==> src/rtl/dma_desc_pkg.sv <==
package dma_desc_pkg;
    localparam int REC_BYTES  = 32;
    localparam int RELOAD_OFS = 16;
    localparam int WORD_BYTES = 4;
    localparam int TC_LSB     = 12;
    localparam int TC_W       = 12;
    localparam int SRC_BIT    = 11;

    localparam logic [1:0] RA_BASE   = 2'd0;
    localparam logic [1:0] RA_RELOAD = 2'd1;
    localparam logic [1:0] RA_BUSY   = 2'd2;

    typedef enum logic [2:0] {
        S_IDLE,
        S_FETCH,
        S_WBACK,
        S_RL_RD,
        S_RL_WR,
        S_REPORT
    } eng_state_t;
endpackage

==> src/rtl/dma_desc_regs.sv <==
module dma_desc_regs
    import dma_desc_pkg::*;
#(
    parameter int          NUM_CH     = 8,
    parameter int          DATA_W     = 32,
    parameter int          ALIGN_BITS = 10,
    parameter logic [31:0] RST_BASE   = 32'h0008_0000,
    localparam int         CH_W       = $clog2(NUM_CH)
) (
    input  logic              clk,
    input  logic              rst_n,
    input  logic              wr,
    input  logic [1:0]        addr,
    input  logic [DATA_W-1:0] wdata,
    output logic [DATA_W-1:0] rdata,
    output logic [DATA_W-1:0] base,
    output logic [NUM_CH-1:0] reload_en,
    input  logic              busy_set,
    input  logic              busy_clr,
    input  logic [CH_W-1:0]   busy_ch,
    output logic [NUM_CH-1:0] busy
);
    logic [DATA_W-ALIGN_BITS-1:0] base_hi_q;
    logic [NUM_CH-1:0]            reload_q;
    logic [NUM_CH-1:0]            busy_q;

    always_ff @(posedge clk or negedge rst_n) begin
        if (!rst_n) begin
            base_hi_q <= RST_BASE[DATA_W-1:ALIGN_BITS];
            reload_q  <= '0;
        end else if (wr) begin
            if (addr == RA_BASE)   base_hi_q <= wdata[DATA_W-1:ALIGN_BITS];
            if (addr == RA_RELOAD) reload_q  <= wdata[NUM_CH-1:0];
        end
    end

    always_ff @(posedge clk or negedge rst_n) begin
        if (!rst_n) begin
            busy_q <= '0;
        end else begin
            if (busy_set) busy_q[busy_ch] <= 1'b1;
            if (busy_clr) busy_q[busy_ch] <= 1'b0;
        end
    end

    assign base      = {base_hi_q, {ALIGN_BITS{1'b0}}};
    assign reload_en = reload_q;
    assign busy      = busy_q;

    always_comb begin
        case (addr)
            RA_BASE:   rdata = base;
            RA_RELOAD: rdata = {{(DATA_W-NUM_CH){1'b0}}, reload_q};
            RA_BUSY:   rdata = {{(DATA_W-NUM_CH){1'b0}}, busy_q};
            default:   rdata = '0;
        endcase
    end

    // an accepted request marks its channel busy
    a_r8_busy_set: assert property (@(posedge clk) disable iff (!rst_n)
        (busy_set && !busy_clr) |=> busy_q[$past(busy_ch)]);
endmodule

==> src/rtl/dma_desc_addr.sv <==
module dma_desc_addr
    import dma_desc_pkg::*;
#(
    parameter int  NUM_CH = 8,
    parameter int  ADDR_W = 32,
    localparam int CH_W   = $clog2(NUM_CH)
) (
    input  logic [ADDR_W-1:0] base,
    input  logic [CH_W-1:0]   ch,
    input  logic              use_reload,
    input  logic [1:0]        word_idx,
    output logic [ADDR_W-1:0] addr
);
    logic [ADDR_W-1:0] rec_ofs;
    logic [ADDR_W-1:0] word_ofs;

    always_comb begin
        rec_ofs  = ADDR_W'(ch) * ADDR_W'(REC_BYTES);
        word_ofs = ADDR_W'(word_idx) * ADDR_W'(WORD_BYTES)
                 + (use_reload ? ADDR_W'(RELOAD_OFS) : '0);
        addr     = base + rec_ofs + word_ofs;
    end
endmodule

==> src/rtl/dma_desc_tc.sv <==
module dma_desc_tc
    import dma_desc_pkg::*;
#(
    parameter int DATA_W = 32
) (
    input  logic [DATA_W-1:0] word_in,
    output logic [DATA_W-1:0] word_out,
    output logic              last,
    output logic              src_ptr
);
    logic [TC_W-1:0] tc;
    logic [TC_W-1:0] tc_next;

    always_comb begin
        tc       = word_in[TC_LSB +: TC_W];
        tc_next  = tc - 1'b1;
        last     = (tc == TC_W'(1));
        src_ptr  = word_in[SRC_BIT];
        word_out = {word_in[DATA_W-1:TC_LSB+TC_W], tc_next, word_in[TC_LSB-1:0]};
    end
endmodule

==> src/rtl/dma_desc_engine.sv <==
module dma_desc_engine
    import dma_desc_pkg::*;
#(
    parameter int          NUM_CH     = 8,
    parameter int          DATA_W     = 32,
    parameter int          ALIGN_BITS = 10,
    parameter logic [31:0] RST_BASE   = 32'h0008_0000,
    localparam int         CH_W       = $clog2(NUM_CH)
) (
    input  logic              clk,
    input  logic              rst_n,
    input  logic              reg_wr,
    input  logic [1:0]        reg_addr,
    input  logic [DATA_W-1:0] reg_wdata,
    output logic [DATA_W-1:0] reg_rdata,
    input  logic              upd_req,
    input  logic [CH_W-1:0]   upd_ch,
    output logic              eng_idle,
    output logic              upd_ack,
    output logic              src_ptr,
    output logic              chan_done,
    output logic [CH_W-1:0]   done_ch,
    output logic              mem_req,
    output logic              mem_we,
    output logic [DATA_W-1:0] mem_addr,
    output logic [DATA_W-1:0] mem_wdata,
    input  logic [DATA_W-1:0] mem_rdata,
    input  logic              mem_ready
);
    eng_state_t        state_q, state_d;
    logic [CH_W-1:0]   ch_q;
    logic [DATA_W-1:0] w0_q;
    logic [DATA_W-1:0] cpy_q;
    logic [1:0]        k_q;

    logic [DATA_W-1:0] base;
    logic [NUM_CH-1:0] reload_en;
    logic [NUM_CH-1:0] busy;
    logic [DATA_W-1:0] wb_word;
    logic              last;
    logic              src_bit;
    logic              accept;
    logic              xfer_ok;
    logic              finish;
    logic [1:0]        widx;

    assign accept  = (state_q == S_IDLE) && upd_req;
    assign xfer_ok = mem_req && mem_ready;
    assign finish  = (state_q == S_REPORT) && last;

    dma_desc_regs #(.NUM_CH(NUM_CH), .DATA_W(DATA_W), .ALIGN_BITS(ALIGN_BITS),
                    .RST_BASE(RST_BASE)) u_regs (
        .clk(clk), .rst_n(rst_n), .wr(reg_wr), .addr(reg_addr),
        .wdata(reg_wdata), .rdata(reg_rdata), .base(base),
        .reload_en(reload_en), .busy_set(accept), .busy_clr(finish),
        .busy_ch(accept ? upd_ch : ch_q), .busy(busy)
    );

    assign widx = (state_q == S_RL_RD || state_q == S_RL_WR) ? k_q : 2'd0;

    dma_desc_addr #(.NUM_CH(NUM_CH), .ADDR_W(DATA_W)) u_addr (
        .base(base), .ch(ch_q), .use_reload(state_q == S_RL_RD),
        .word_idx(widx), .addr(mem_addr)
    );

    dma_desc_tc #(.DATA_W(DATA_W)) u_tc (
        .word_in(w0_q), .word_out(wb_word), .last(last), .src_ptr(src_bit)
    );

    // state register
    always_ff @(posedge clk or negedge rst_n) begin
        if (!rst_n) state_q <= S_IDLE;
        else        state_q <= state_d;
    end

    // next state
    always_comb begin
        state_d = state_q;
        unique case (state_q)
            S_IDLE:   if (accept) state_d = S_FETCH;
            S_FETCH:  if (xfer_ok) state_d = S_WBACK;
            S_WBACK:  if (xfer_ok) state_d = (last && reload_en[ch_q]) ? S_RL_RD : S_REPORT;
            S_RL_RD:  if (xfer_ok) state_d = S_RL_WR;
            S_RL_WR:  if (xfer_ok) state_d = (k_q == 2'd3) ? S_REPORT : S_RL_RD;
            S_REPORT: state_d = S_IDLE;
            default:  state_d = S_IDLE;
        endcase
    end

    // datapath registers
    always_ff @(posedge clk or negedge rst_n) begin
        if (!rst_n) begin
            ch_q  <= '0;
            w0_q  <= '0;
            cpy_q <= '0;
            k_q   <= '0;
        end else begin
            if (accept) begin
                ch_q <= upd_ch;
                k_q  <= '0;
            end
            if (state_q == S_FETCH && xfer_ok) w0_q  <= mem_rdata;
            if (state_q == S_RL_RD && xfer_ok) cpy_q <= mem_rdata;
            if (state_q == S_RL_WR && xfer_ok) k_q   <= k_q + 2'd1;
        end
    end

    // outputs
    always_comb begin
        mem_req   = 1'b0;
        mem_we    = 1'b0;
        mem_wdata = '0;
        unique case (state_q)
            S_FETCH, S_RL_RD: mem_req = 1'b1;
            S_WBACK: begin
                mem_req   = 1'b1;
                mem_we    = 1'b1;
                mem_wdata = wb_word;
            end
            S_RL_WR: begin
                mem_req   = 1'b1;
                mem_we    = 1'b1;
                mem_wdata = cpy_q;
            end
            default: ;
        endcase
        eng_idle  = (state_q == S_IDLE);
        upd_ack   = (state_q == S_REPORT);
        chan_done = finish;
        src_ptr   = src_bit;
        done_ch   = ch_q;
    end

    // a stalled access keeps its request fields
    a_r11_req_hold: assert property (@(posedge clk) disable iff (!rst_n)
        (mem_req && !mem_ready) |=> (mem_req && $stable(mem_we) &&
                                     $stable(mem_addr) && $stable(mem_wdata)));

    // a finish is only flagged together with the acknowledge
    a_r6_done_with_ack: assert property (@(posedge clk) disable iff (!rst_n)
        chan_done |-> upd_ack);

    // a request while not idle leaves the selected channel alone
    a_r10_ignore_busy: assert property (@(posedge clk) disable iff (!rst_n)
        (!eng_idle && upd_req) |=> $stable(ch_q));

    // write-back keeps the fields around the count
    a_r4_fields_kept: assert property (@(posedge clk) disable iff (!rst_n)
        (state_q == S_WBACK) |->
            (mem_wdata[DATA_W-1:TC_LSB+TC_W] == w0_q[DATA_W-1:TC_LSB+TC_W]) &&
            (mem_wdata[TC_LSB-1:0] == w0_q[TC_LSB-1:0]));

    // the copy alternates read and write until word 3 is written
    a_r7_copy_order: assert property (@(posedge clk) disable iff (!rst_n)
        (state_q == S_RL_WR && xfer_ok && k_q != 2'd3) |=> (state_q == S_RL_RD));
endmodule

==> config.mk <==
export PLATFORM = sky130hd
export DESIGN_NAME = dma_desc_engine
export DESIGN_NICKNAME = d
export VERILOG_FILES = /design/src/rtl/dma_desc_pkg.sv /design/src/rtl/dma_desc_regs.sv /design/src/rtl/dma_desc_addr.sv /design/src/rtl/dma_desc_tc.sv /design/src/rtl/dma_desc_engine.sv
export SDC_FILE = /design/constraint.sdc
export NUM_CORES = 1
export LEC_CHECK = 0
export BUFFER_PORTS_ARGS = -buffer_cell sky130_fd_sc_hd__buf_2
export CORE_MARGIN = 8
export CORE_UTILIZATION = 46
export CTS_CLUSTER_DIAMETER = 200
export DETAILED_ROUTE_END_ITERATION = 7
export PLACE_DENSITY_LB_ADDON = 0.2
export SETUP_SLACK_MARGIN = 0.5
export SLEW_MARGIN = 20
export SYNTH_ARGS = -nofsm -noshare
export SYNTH_HDL_FRONTEND = slang
export SYNTH_SLANG_ARGS = --single-unit
==> constraint.sdc <==
create_clock -name clk -period 1.4 [get_ports clk]
set_input_delay 0.21 -clock clk [delete_from_list [all_inputs] [get_ports clk]]
set_output_delay 0.21 -clock clk [all_outputs]
set_load 0.02 [all_outputs]
==> out/qor.csv <==
stage,metric,value,unit
grt,grt_antenna_before_repair,2,
logic_synthesis,synth.top_cell.area_share,51.1,%
grt,grt-ovfl-total,0,
job,cap_violations,0,
power_and_ir_drop,p_clk_share,14.1,%
finish,final_common_cell,buf_6,
logic_synthesis,synthFlopType,dfrtp_1,
status,status,"finished, violations left",
place,dp_hpwl,11200,um
clock_network,htreeDepth,3,
critical_path,crit_required,1.19,ns
power_and_ir_drop,switching_share,36.9,%
clock_network,clock_latency,0.37,ns
die,io_pins,179,
routing,drtAntennaViolNets,0,
routing,via_count,5045,
sta,setup_tns,-76.25,ns
routing,wl_per_cell,25.3,um
power_and_ir_drop,seq_power_share,27.3,%
logic_synthesis,synth_largest_area_cell,dfrtp_1,
logic_synthesis,yosysSeqAreaShare,51.6,%
sta,setup_viol,128,
sta,slew_headroom,63.8,%
logic_synthesis,synth_edf_count,0,
routing,firstDrtPassIters,4,
die,dieArea,15300,um2
grt,grt_util_met1,30.5,%
clock_network,root_buffer,clkbuf_16,
finish,drive_above_1_share,76.0,%
routing,routed_wl,22900,um
sta,skew,0.00521,ns
worst_hold_path,hold_path.class,in -> reg,
finish,area_growth,92.1,%
clock_network,cts_buffers,9,
routing,drc,0,
sta,min_period_over_period,155,%
grt,busiest_layer,met2,
critical_path,crit_arrival,1.96,ns
power_and_ir_drop,ir_worst_vdd,1.63,mV
grt,met2_usage,48.7,%
clock_network,clockBufferDepth,2,
place,numPortBuffers,170,
power_and_ir_drop,powerDensity,2090,nW/um2
logic_synthesis,netlist_area,5340,um2
logic_synthesis,synthSimpleGateAreaFrac,11.4,%
finish,final_cell_mix,"buf_6, dfrtp_1, buf_2",
logic_synthesis,synth_warnings,0,
critical_path,worst_setup_path_start_kind,flip-flop,
routing,drtIter0Drc,317,
status,violations,setup timing,
finish,fin_nets,831,
place,gp_congestion,0.838,
logic_synthesis,ys_ff_latch,110,
clock_network,cts_tree,yes,
critical_path,crit_fanout,3,
die,die_w,124,um
logic_synthesis,synth_cells,438,
die,fp.coreArea,11400,um2
logic_synthesis,synth_top_family_by_area,multiplexers,
logic_synthesis,synthTopCellsByArea,"dfrtp_1, mux2_2, a22o_1",
sta,hold_violations,0,
logic_synthesis,synthAdderAreaFrac,0.703,%
finish,final_core_util,90.2,%
critical_path,reg2regPathDepth,11,
die,rows,39,
die,die_y,124,um
logic_synthesis,ys_types,47,
grt,first_global_vias,5364,
clock_network,numClockSinks,110,
logic_synthesis,synth.area.mux_share,21.6,%
grt,grt_pass1_wl,31300,um
power_and_ir_drop,switching_power,7.90,mW
sta,worstMarginPinSlew,0.541,ns
logic_synthesis,async_flop_share,100,%
power_and_ir_drop,internal_power,13.5,mW
logic_synthesis,synth_compound_area_share,8.86,%
logic_synthesis,synth_area_per_cell,12.2,um2
sta,rsz0062_at_grt,yes,
sta,period_needed,2.17,ns
sta,finalWorstSetupSlack,-0.773,ns
routing,routed_via_density,5.59,
critical_path,critPathKind,reg -> out,
worst_hold_path,min_path_cells,2,
logic_synthesis,synthXorXnorAreaFrac,1.31,%
power_and_ir_drop,combPwrFrac,58.6,%
critical_path,end_kind,output port,
place,dp_cells,787,
grt,met3_usage,6.75,%
grt,grt_max_degree,34,
sta,max_clock_freq,460,MHz
power_and_ir_drop,p_leak,4.94,nW
finish,finalNonFillerCells,903,
die,start_util,47.0,%
clock_network,cts.clk_slew.worst_paths,0.07,ns
power_and_ir_drop,power.total,21.4,mW
sta,maxSlewViolCount,0,
place,dpl_worst_slack,-0.368,ns
grt,grt_usage,27.0,%
## flip-flops by register name, summed over array words and instances, names as in the netlist
name and flops:
state_q 3, u_regs.busy 8, k_q 2, w0_q 32, u_regs.base_hi_q 22, u_regs.reload_en 8
cpy_q 32, done_ch 3
## critical path, stage by stage, from the launching register on
cell and delay, ns:
dfrtp_1 0.42, or4_4 0.59, nor4_4 0.18, xnor2_1 0.12, o21ai_2 0.15, buf_6 0.14
## routing by layer
metal	vias up	share of wire, %
met5	-	0.035
met4	2	3.9
met3	79	7.0
met2	234	54
met1	2549	35
li1	2181	-
## timing repair
action	in CTS	in global routing
hold buffers	1	0
pin swaps	49	21
hold endpoints to repair	33	0
gates resized for setup	324	53
buffers inserted	59	23
gates cloned	15	1
setup endpoints to repair	199	209
## final timing paths
kind / slack (ns) / to / startpoint
worst max-delay path: -0.77 / mem_wdata[19] / w0_q[12]
worst min-delay path: 0.08 / u_regs.base_hi_q[0] / reg_wdata[10]
worst max register to register: -0.68 / w0_q[0] / state_q[2]
worst min register to register: 0.51 / cpy_q[19] / cpy_q[19]
max in group asynchronous: 0.60 / u_regs.base_hi_q[19] / rst_n
min in group asynchronous: 0.28 / u_regs.reload_en[4] / rst_n
## metrics by stage
step                instance area [um2]  hold slack [ns]
global placement                   7550            0.106
global route                      10300           0.0792
floorplan                          6210          -0.0856
finish                            10300           0.0770
CTS                                9820           0.0726
detailed placement                 7550            0.108
## power by group through the flow
stage	logic, mW	clock network [mW]	registers, mW
3_3_place_gp	7.86	0	5.52
4_1_cts	11.2	3.00	5.64
2_1_floorplan	5.37	0	5.71
3_5_place_dp	8.00	0	5.62
6_report	12.6	3.02	5.85
5_1_grt	13.0	3.17	5.95
## logic make-up (layout without fill, tap and decap cells)
logic type,count (synthesis),in the layout
AOI/OAI and AO/OA,68,68
muxes,100,100
adders and majority gates,3,3
and+or+nand+nor,107,107
other,1,7
xor gates and xnor gates,8,8
DFF,110,110
buffers and inverters,41,357
## cell type report
type                       instances  area (um2)
tap                              143         179
antenna                            1        2.50
timing repair buffer             336        3620
fill                             392        1110
multi-input combinational        292        3330
inverter                           5        21.3
sequential                       110        2760
clock buffer                       9         225
clock inverter                     7         120
## cell usage after synthesis, types with 5 or more instances
cell type  count
clkbuf_1       6
and2_1        26
xor2_1         6
dfrtp_1      109
mux2_2        95
a22o_1        29
buf_2         15
nor2_1        11
nand3_1        9
nand2_1       29
a21oi_1       13
nor2b_1        8
buf_4         13
o21ai_0       15
inv_1          5
(Power assumes the default switching activity.)
